$ cat src/rtl/lcd_wave_pkg.sv
package lcd_wave_pkg;

    typedef enum logic [1:0] {
        LV_VSS = 2'b00,
        LV_MID = 2'b01,
        LV_VDD = 2'b10
    } level_e;

    typedef enum logic [1:0] {
        PH_A_POS,
        PH_A_NEG,
        PH_B_POS,
        PH_B_NEG
    } phase_e;

    typedef struct packed {
        logic [2:0] rate;
        logic       duty;
    } timing_cfg_t;

    // Frame length in units of UNIT ticks for a given rate code.
    function automatic int unsigned frame_mult(input logic [2:0] code);
        case (code)
            3'b110:  return 8;
            3'b111:  return 6;
            3'b001:  return 3;
            3'b010:  return 2;
            default: return 4;
        endcase
    endfunction

    function automatic level_e flip_level(input level_e lv);
        return (lv == LV_VDD) ? LV_VSS : LV_VDD;
    endfunction

endpackage

$ cat src/rtl/lcd_frame_timer.sv
module lcd_frame_timer
    import lcd_wave_pkg::*;
#(
    parameter int UNIT = 96
) (
    input  logic        clk,
    input  logic        rst,
    input  logic        tick,
    input  logic        run,
    input  timing_cfg_t cfg,
    output phase_e      phase
);
    localparam int CW = $clog2(8 * UNIT + 1);

    logic [CW-1:0] cnt;
    logic [CW-1:0] len;
    logic [CW-1:0] half;
    logic [CW-1:0] qtr;
    timing_cfg_t   cfg_q;
    logic          cfg_chg;

    assign len     = CW'(frame_mult(cfg.rate) * UNIT);
    assign half    = len >> 1;
    assign qtr     = len >> 2;
    assign cfg_chg = (cfg != cfg_q);

    always_ff @(posedge clk) begin
        if (rst) begin
            cnt   <= '0;
            cfg_q <= cfg;
        end else begin
            cfg_q <= cfg;
            if (!run || cfg_chg) begin
                cnt <= '0;
            end else if (tick) begin
                cnt <= (cnt == len - CW'(1)) ? '0 : cnt + CW'(1);
            end
        end
    end

    always_comb begin
        if (!cfg.duty) begin
            phase = (cnt < half) ? PH_A_POS : PH_A_NEG;
        end else if (cnt < qtr) begin
            phase = PH_A_POS;
        end else if (cnt < half) begin
            phase = PH_A_NEG;
        end else if (cnt < half + qtr) begin
            phase = PH_B_POS;
        end else begin
            phase = PH_B_NEG;
        end
    end

    // position stays inside the current frame
    a_r1_pos_in_frame: assert property (@(posedge clk) disable iff (rst)
        !cfg_chg |-> (cnt < len));

    // timing change restarts the frame
    a_r12_restart_on_change: assert property (@(posedge clk) disable iff (rst)
        cfg_chg |=> (cnt == '0));

    // stopped timer is cleared
    a_r11_stop_clears: assert property (@(posedge clk) disable iff (rst)
        !run |=> (cnt == '0));

    // no tick, no movement
    a_r2_hold_without_tick: assert property (@(posedge clk) disable iff (rst)
        (run && !tick && !cfg_chg) |=> $stable(cnt));

endmodule

$ cat src/rtl/lcd_common_drv.sv
module lcd_common_drv
    import lcd_wave_pkg::*;
(
    input  phase_e phase,
    input  logic   duty,
    output level_e com1,
    output level_e com2,
    output level_e active,
    output logic   sel_b
);
    always_comb begin
        active = (phase == PH_A_POS || phase == PH_B_POS) ? LV_VDD : LV_VSS;
        sel_b  = (phase == PH_B_POS || phase == PH_B_NEG);
        if (!duty) begin
            com1 = active;
            com2 = LV_VSS;
        end else begin
            com1 = sel_b ? LV_MID : active;
            com2 = sel_b ? active : LV_MID;
        end
    end
endmodule

$ cat src/rtl/lcd_seg_drv.sv
module lcd_seg_drv
    import lcd_wave_pkg::*;
#(
    parameter int SEG_LINES = 27,
    localparam int DW = 2 * SEG_LINES
) (
    input  logic [DW-1:0] bits,
    input  logic          duty,
    input  logic          sel_b,
    input  level_e        active,
    input  logic          blank,
    output logic [DW-1:0] seg_flat
);
    for (genvar n = 0; n < SEG_LINES; n++) begin : g_pin
        logic bit_on;
        assign bit_on = duty ? bits[2*n + int'(sel_b)] : bits[n];
        assign seg_flat[2*n +: 2] = (bit_on && !blank) ? flip_level(active) : active;
    end
endmodule

$ cat src/rtl/lcd_wave_gen.sv
module lcd_wave_gen
    import lcd_wave_pkg::*;
#(
    parameter int SEG_LINES = 27,
    parameter int PORT_PINS = 4,
    parameter int UNIT      = 96,
    localparam int DW  = 2 * SEG_LINES,
    localparam int PSW = $clog2(PORT_PINS + 1)
) (
    input  logic           clk,
    input  logic           rst,
    input  logic           osc_tick,
    input  logic           show_en,
    input  logic           half_duty,
    input  logic [2:0]     rate_code,
    input  logic [PSW-1:0] port_sel,
    input  logic           seg_blank,
    input  logic           pwr_save,
    input  logic [DW-1:0]  disp_bits,
    output logic [1:0]     com1_lvl,
    output logic [1:0]     com2_lvl,
    output logic [DW-1:0]  seg_lvl
);
    timing_cfg_t             cfg;
    logic                    run;
    logic                    tick_g;
    phase_e                  phase;
    level_e                  com1_raw, com2_raw, active;
    logic                    sel_b;
    logic [DW-1:0]           seg_raw;
    logic [PSW-1:0]          port_num;
    logic [PORT_PINS-1:0]    is_port;
    logic [2*PORT_PINS-1:0]  gpo_lvl;

    assign cfg.rate = rate_code;
    assign cfg.duty = half_duty;
    assign run      = show_en && !pwr_save;
    assign tick_g   = osc_tick && show_en;
    assign port_num = (port_sel > PSW'(PORT_PINS)) ? PSW'(PORT_PINS) : port_sel;

    lcd_frame_timer #(.UNIT(UNIT)) u_timer (
        .clk   (clk),
        .rst   (rst),
        .tick  (tick_g),
        .run   (run),
        .cfg   (cfg),
        .phase (phase)
    );

    lcd_common_drv u_com (
        .phase  (phase),
        .duty   (half_duty),
        .com1   (com1_raw),
        .com2   (com2_raw),
        .active (active),
        .sel_b  (sel_b)
    );

    lcd_seg_drv #(.SEG_LINES(SEG_LINES)) u_seg (
        .bits     (disp_bits),
        .duty     (half_duty),
        .sel_b    (sel_b),
        .active   (active),
        .blank    (seg_blank),
        .seg_flat (seg_raw)
    );

    for (genvar k = 0; k < PORT_PINS; k++) begin : g_port
        logic port_bit;
        assign is_port[k]         = (PSW'(k) < port_num);
        assign port_bit           = half_duty ? disp_bits[2*k] : disp_bits[k];
        assign gpo_lvl[2*k +: 2]  = port_bit ? LV_VDD : LV_VSS;
    end

    // Override precedence: display enable, then power-save, then blanking.
    always_comb begin
        com1_lvl = com1_raw;
        com2_lvl = com2_raw;
        seg_lvl  = seg_raw;
        if (!run) begin
            com1_lvl = LV_VSS;
            com2_lvl = LV_VSS;
            seg_lvl  = '0;
        end
        for (int k = 0; k < PORT_PINS; k++) begin
            if (is_port[k]) begin
                seg_lvl[2*k +: 2] = show_en ? gpo_lvl[2*k +: 2] : LV_VSS;
            end
        end
    end

    // static drive keeps COM2 at ground
    a_r3_static_com2_low: assert property (@(posedge clk) disable iff (rst)
        !half_duty |-> (com2_lvl == LV_VSS));

    // disabled display is fully dark
    a_r11_disabled_dark: assert property (@(posedge clk) disable iff (rst)
        !show_en |-> (com1_lvl == LV_VSS && com2_lvl == LV_VSS && seg_lvl == '0));

    // power-save grounds both commons
    a_r10_save_commons_low: assert property (@(posedge clk) disable iff (rst)
        (show_en && pwr_save) |-> (com1_lvl == LV_VSS && com2_lvl == LV_VSS));

    // exactly one common idles at mid-level in 1/2 duty
    a_r5_single_idle_common: assert property (@(posedge clk) disable iff (rst)
        (half_duty && run) |-> ($countones({com1_lvl == LV_MID, com2_lvl == LV_MID}) == 1));

    // a blanked segment follows the active common
    a_r9_blank_tracks_common: assert property (@(posedge clk) disable iff (rst)
        (run && seg_blank) |->
        (seg_lvl[DW-1 -: 2] == ((com1_lvl == LV_MID) ? com2_lvl : com1_lvl)));

endmodule

$ cat config.mk
export PLATFORM = sky130hd
export DESIGN_NAME = lcd_wave_gen
export DESIGN_NICKNAME = d
export VERILOG_FILES = /design/src/rtl/lcd_wave_pkg.sv /design/src/rtl/lcd_frame_timer.sv /design/src/rtl/lcd_common_drv.sv /design/src/rtl/lcd_seg_drv.sv /design/src/rtl/lcd_wave_gen.sv
export SDC_FILE = /design/constraint.sdc
export NUM_CORES = 1
export LEC_CHECK = 0
export BUFFER_PORTS_ARGS = -buffer_cell sky130_fd_sc_hd__buf_4
export CORE_MARGIN = 5
export CORE_UTILIZATION = 50
export DETAILED_ROUTE_END_ITERATION = 8
export PLACE_DENSITY = 0.89
export SLEW_MARGIN = 20
export SYNTH_ARGS = -nofsm -noshare
export SYNTH_HDL_FRONTEND = slang
export SYNTH_HIERARCHICAL = 1
export SYNTH_SLANG_ARGS = --single-unit
$ cat constraint.sdc
create_clock -name clk -period 10.7 [get_ports clk]
set_input_delay 1.07 -clock clk [delete_from_list [all_inputs] [get_ports clk]]
set_output_delay 1.07 -clock clk [all_outputs]
set_load 0.005 [all_outputs]
==> metrics.txt, run 1 <==
Hold WS 0.552 ns; setup ws final 2.62 ns; Crit-path slowest cell nand2b_1; CTS clock-pin slew for the worst setup and hold paths 0.06 ns; drt initial violations 128; Synthesis Warnings 6; layout cells sized above 1 0.355; Power Density 62.0 mW/mm^2; Post-CTS Setup Inserts 0; Synth area leader ha_1; R2R depth 4; Overall Global Routing Usage 0.214; Resized cells post-CTS 0; initial core utilization 0.513; synth top area cells ha_1 (10%), and2_1 (10%), mux2_2 (9.7%); Fmax 0.124 GHz; RSZ-0062 raised after global routing false; grt ovf 0; first-pass GRT wire length 15,100 um; crit-path cells buf_4, or3b_1, inv_6, a21oi_1, ha_1, nand2_1, a221oi_1, nor2_1, inv_1, ha_1, xnor2_1, ha_1, a2111oi_0, a21oi_1, o31ai_1, o22ai_1, inv_1, nand2b_1, mux2_2, nor4b_1, o21a_1, buf_4; CP max FO 28; antenna violations before repair 0; Worst path max stage delay 0.67 ns; Mapped Nets 484; worst slack at placement 2.76 ns; synth unique cells 63; nets 557; Final Setup Violations 0; n_diodes 0; final worst clock skew 0.00667 ns; Syn Area/Cell 8.35 um^2; Clock Latency Late Sink 0.25 ns; vias per inst 5.68; Yosys top cell area share 0.104; mapped cell area 0.00326 mm^2; Vias 3,062; Seq pwr share 0.219; cell mode on critical path ha_1; pin count of the biggest net entering global routing 66; Die Wd 90.7 um; Net Sw Power 86.4 uW; core outline area 0.00635 mm^2; top_reg_cell synth dfxtp_1; # DRC 0; Hold Path Depth 2; register area share after synthesis 0.0861; critical path type primary input to primary output; CTS Buffer Depth 2; router iterations before antenna repair 4; wire per inst 17.1 um; Hold Path Class flop to flop; die footprint 0.00823 mm^2; Post-synth EDFFs 0; Peak supply drop 0.0000588 V; Clock Power Share 0.217; dpl cells 535; Rows 29; max_slew headroom 0.442; commonest non-fill, non-tap cell in the layout buf_4; clk root buf clkbuf_8; setup TNS 0 ns; Crit path required time 9.63 ns; Period minus WS final 8.08 ns; dpl hpwl 7080 um; # hold bufs at CTS 0; Seq cells post-synth 14; count of final hold-check violations 0; number of global-route vias before repair 3,092; Top Ports 125; Critical Path AT 7.01 ns; Die Ht 90.7 um; internal power 157 uW; most frequent cells in the layout buf_4 (99), and2_1 (52), nor2_1 (37); drt total wl 9190 um; Detail Route Antenna Nets 0; CP endpoint kind primary output; port bufs 97; Mapped Cells 390; CTS tree done; Pleak 1.70 nW; fin crit share 0.755; area grow syn2layout 20.7%; Post-synth ARST share 0; Final GP Congestion 0.881; Max Slew Vio Count 0; cts bufs inserted 3; CTS H-tree lvls 1; status complete, no violations; startpoint types primary input; slew at the pin closest to its max-slew limit 0.837 ns; CTS sink cnt 14; sw frac 0.355; Comb pwr share 0.565; Max-cap violations 0; non-filler instance count after layout 539
-- power by group through the flow --
stage	Combinational, mW	Clock, mW	Sequential (mW)
after floorplan	0.0903	0	0.0544
after global placement	0.130	0	0.0544
after detailed placement	0.134	0	0.0544
after CTS	0.135	0.0535	0.0533
after global routing	0.151	0.0558	0.0534
final	0.137	0.0527	0.0533
-- through the flow --
step | area [um^2] | util | power, mW
after floorplan | 3260 | - | 0.145
after global placement | 3870 | 0.610 | 0.184
after detailed placement | 3870 | 0.610 | 0.188
after CTS | 3930 | 0.619 | 0.242
after global routing | 3930 | 0.619 | 0.260
final | 3930 | 0.619 | 0.244
-- synth_stat cells, types with 4 or more instances --
cell type   n
xor2_1      7
and3_1      4
a211oi_2   18
clkbuf_1    7
xnor2_1    11
mux2i_1    29
buf_2      11
inv_1      13
ha_1       27
and2b_1    13
dfxtp_1    14
nor3_1      9
nand2_1     7
nor2_1     37
a21oi_1     8
a211oi_1    8
and2b_2     5
buf_6       7
o21a_1      5
nor2b_1    10
o211ai_1    4
and2_1     52
mux2_2     28
-- path summary, 6_finish.rpt --
kind | from | slack [ns] | to
setup / recovery | rate_code[1] | 2.62 | seg_lvl[3]
hold / removal | u_timer/cnt[1]$_SDFFE_PP0P_ | 0.55 | u_timer/cnt[1]$_SDFFE_PP0P_
setup reg to reg | u_timer/cnt[9]$_SDFFE_PP0P_ | 8.91 | u_timer/cnt[8]$_SDFFE_PP0P_
hold reg to reg | u_timer/cnt[1]$_SDFFE_PP0P_ | 0.55 | u_timer/cnt[1]$_SDFFE_PP0P_
-- worst max-delay path, delay by kind of cell --
| family | cells | cell delay (ns) |
|---|---|---|
| AOI/OAI and AO/OA | 7 | 1.66 |
| and+or+nand+nor | 5 | 1.64 |
| buffers and inverters | 5 | 1.12 |
| adders and majority gates | 3 | 0.88 |
| muxes | 1 | 0.49 |
| xor gates and xnor gates | 1 | 0.14 |
-- registers in the layout, summed over array words and instances, names as in the netlist --
name / cells
u_timer/cfg_q: 4
u_timer/cnt: 10
-- logic make-up after synthesis --
| kind of cell | Yosys count | share of synthesized area |
|---|---|---|
| xor+xnor | 20 | 0.0638 |
| mux | 57 | 0.186 |
| compound gates | 67 | 0.186 |
| other cells | 1 | 0.00115 |
| flops | 14 | 0.0861 |
| buf+inv | 45 | 0.0872 |
| fa+ha+maj | 27 | 0.104 |
| simple gates | 159 | 0.287 |
-- layer usage --
metal  GRT usage  part of all wire  vias up  routed length [um]
met1       0.259              0.41     1410                3790
met4      0.0459             0.015        0                 136
met3      0.0583             0.093       15                 854
met5           0                 0        -                   0
li1            -                 -     1510                   -
met2       0.374              0.48      127                4410
-- final cells by class --
| cell class | count | area [um^2] |
|---|---|---|
| multi-input cells | 331 | 2700 |
| inverters | 14 | 57.6 |
| repair buffers | 99 | 743 |
| clock buffers | 4 | 55.1 |
| flip-flops and latches | 14 | 280 |
| fillers | 523 | 2420 |
| well taps | 77 | 96.3 |
Power figures use the tool's default switching activity.
==> run 2, diff against run 1 <==
- ABC_AREA: unset -> 1
- PLACE_DENSITY: 0.89 -> 0.88
- clock period: 10.7 -> 7.7 ns (I/O delays scaled with it)
==> metrics.txt, run 2 <==
Mapped Nets 746; grt ovf 0; Worst path max stage delay 0.68 ns; Adder-Cell Fraction of Synth Area 0.0917; biggest regs u_timer/cnt x10, u_timer/cfg_q x4; internal power 205 uW; commonest non-fill, non-tap cell in the layout nand2_1; final worst clock skew 0.000882 ns; Rows 31; worst r2r src u_timer/cnt[0]$_SDFFE_PP0P_; Vias 4,318; layout cells sized above 1 0.254; RSZ-0062 raised after global routing false; drt initial violations 294; worst slack at placement 1.63 ns; Finished Cell Area 0.00429 mm^2; max_slew headroom 0.385; initial core utilization 0.511; Placed Area 0.00424 mm^2; Hold Path Depth 2; port bufs 97; CTS tree done; Crit path required time 6.93 ns; non-filler instance count after layout 824; Top reg by flops u_timer/cnt; Power Density 82.6 mW/mm^2; Overall Global Routing Usage 0.231; Hold Path Class flop to flop; Synthesis Warnings 6; router iterations before antenna repair 6; Final Setup Violations 0; Fmax 0.162 GHz; Post-synth EDFFs 0; Comb pwr share 0.592; wire per inst 13.3 um; Hold WS 0.555 ns; synth top area cells nand2_1 (20%), nor2_1 (9.3%), ha_1 (9.2%); count leader, synth nand2_1; hold path start u_timer/cnt[1]$_SDFFE_PP0P_; synth unique cells 33; first-pass GRT wire length 17,500 um; top_reg_cell synth dfxtp_1; drt total wl 11,000 um; n_diodes 0; Synth Area in Compound Gates 0.0638; slew at the pin closest to its max-slew limit 0.921 ns; Peak supply drop 0.000110 V; core outline area 0.00721 mm^2; Synth Area in Simple Gates 0.550; fin crit share 0.804; Detail Route Antenna Nets 0; CP max FO 28; antenna violations before repair 0; R2R setup slack 6.15 ns; Crit-path slowest cell inv_1; dpl cells 820; critical path type primary input to primary output; CTS clock-pin slew for the worst setup and hold paths 0.06 ns; CTS H-tree lvls 1; status complete, no violations; count of final hold-check violations 0; area grow syn2layout 16.5%; Synth area leader nand2_1; most frequent cells in the layout nand2_1 (200), buf_4 (98), nor2_1 (90); Clock Latency Late Sink 0.24 ns; Period minus WS final 6.19 ns; Pleak 2.40 nW; CTS Buffer Depth 2; Resized cells post-CTS 0; # hold bufs at CTS 0; Synth top cells by count nand2_1 (200), nor2_1 (91), inv_1 (87), nand3_1 (50), nor2_2 (40); Die Wd 95.8 um; Syn Area/Cell 5.65 um^2; # DRC 0; register area share after synthesis 0.0761; number of global-route vias before repair 4,052; dpl hpwl 8570 um; Final GP Congestion 0.962; Net Sw Power 149 uW; Seq cells post-synth 14; die footprint 0.00919 mm^2; clk root buf clkbuf_8; cts bufs inserted 3; Die Ht 95.8 um; max reg flops 10; Max Slew Vio Count 0; Hold Path Sink u_timer/cnt[1]$_SDFFE_PP0P_; nets 820; Mapped Cells 652; main combinational cell family by area after synthesis simple AND/OR/NAND/NOR gates; Seq pwr share 0.209; RR Endpoint u_timer/cnt[8]$_SDFFE_PP0P_; Yosys top cell area share 0.204; setup TNS 0 ns; Critical Path AT 5.42 ns; Max-cap violations 0; CP endpoint kind primary output; Post-synth ARST share 0; CTS sink cnt 14; Top Ports 125; vias per inst 5.24; Clock Power Share 0.199; setup ws final 1.51 ns; proportion of synthesized area in mux cells 0.00272; R2R depth 8; mapped cell area 0.00368 mm^2; Synth Area in XOR/XNOR 0.0357; pin count of the biggest net entering global routing 65; Post-CTS Setup Inserts 0; sw frac 0.421; startpoint types primary input
[run 2: cell count changes after synthesis, moves of 29 or more]
cell     change
a21oi_1     +29
and2_1      -52
inv_1       +74
nand2_1    +193
nand3_1     +47
nor2_1      +54
nor2_2      +40
[run 2: metal layers]
layer,vias to the layer above,wire [um],GRT usage
met1,1912,4220,0.271
met4,0,331,0.103
met3,30,1130,0.0477
li1,2159,-,-
met5,-,0,0
met2,217,5280,0.401
[run 2: layout make-up]
type                            count  area [um^2]
Fill cell                         677         2920
Multi-Input combinational cell    516         2750
Timing Repair Buffer               98          736
Inverter                           93          352
Sequential cell                    14          280
Tap cell                           99          124
Clock buffer                        4         55.1
[run 2: how the worst max path moves through the flow]
stage             endpoint  depth (start not counted)    startpoint
2_1_floorplan   seg_lvl[7]                         29  rate_code[1]
3_3_place_gp    seg_lvl[1]                         28  rate_code[2]
3_5_place_dp   seg_lvl[31]                         29  rate_code[2]
4_1_cts        seg_lvl[31]                         29  rate_code[2]
5_1_grt         seg_lvl[1]                         30  rate_code[2]
6_report       seg_lvl[31]                         29  rate_code[2]
[run 2: metrics by stage]
stage	utilization	total power [mW]
2_1_floorplan	-	0.220
3_3_place_gp	0.587	0.273
3_5_place_dp	0.587	0.280
4_1_cts	0.595	0.352
5_1_grt	0.595	0.387
6_report	0.595	0.355
[run 2: cells by family (layout without fill, tap and decap cells)]
kind of cell             count (synthesis)  in the layout
AND/OR/NAND/NOR                        427            427
buffers and inverters                  122            195
AO/OA/AOI/OAI                           45             45
adder cells (fa/ha/maj)                 27             27
XOR/XNOR                                15             15
flip-flops                              14             14
other                                    1              1
multiplexers                             1              1
[run 2: critical path: cells and delay by family]
kind                       cells  cell delay [ns]
buffers and inverters          7             1.27
xor gates and xnor gates       1             0.12
and+or+nand+nor               12             1.54
AOI/OAI and AO/OA              5             0.75
adders and majority gates      4             0.93
[run 2: power groups by stage]
stage | registers (mW) | logic, mW | clock network [mW]
after floorplan | 0.0756 | 0.145 | 0
after global placement | 0.0756 | 0.197 | 0
after detailed placement | 0.0757 | 0.204 | 0
after CTS | 0.0741 | 0.205 | 0.0731
after global routing | 0.0742 | 0.236 | 0.0769
final | 0.0741 | 0.210 | 0.0706
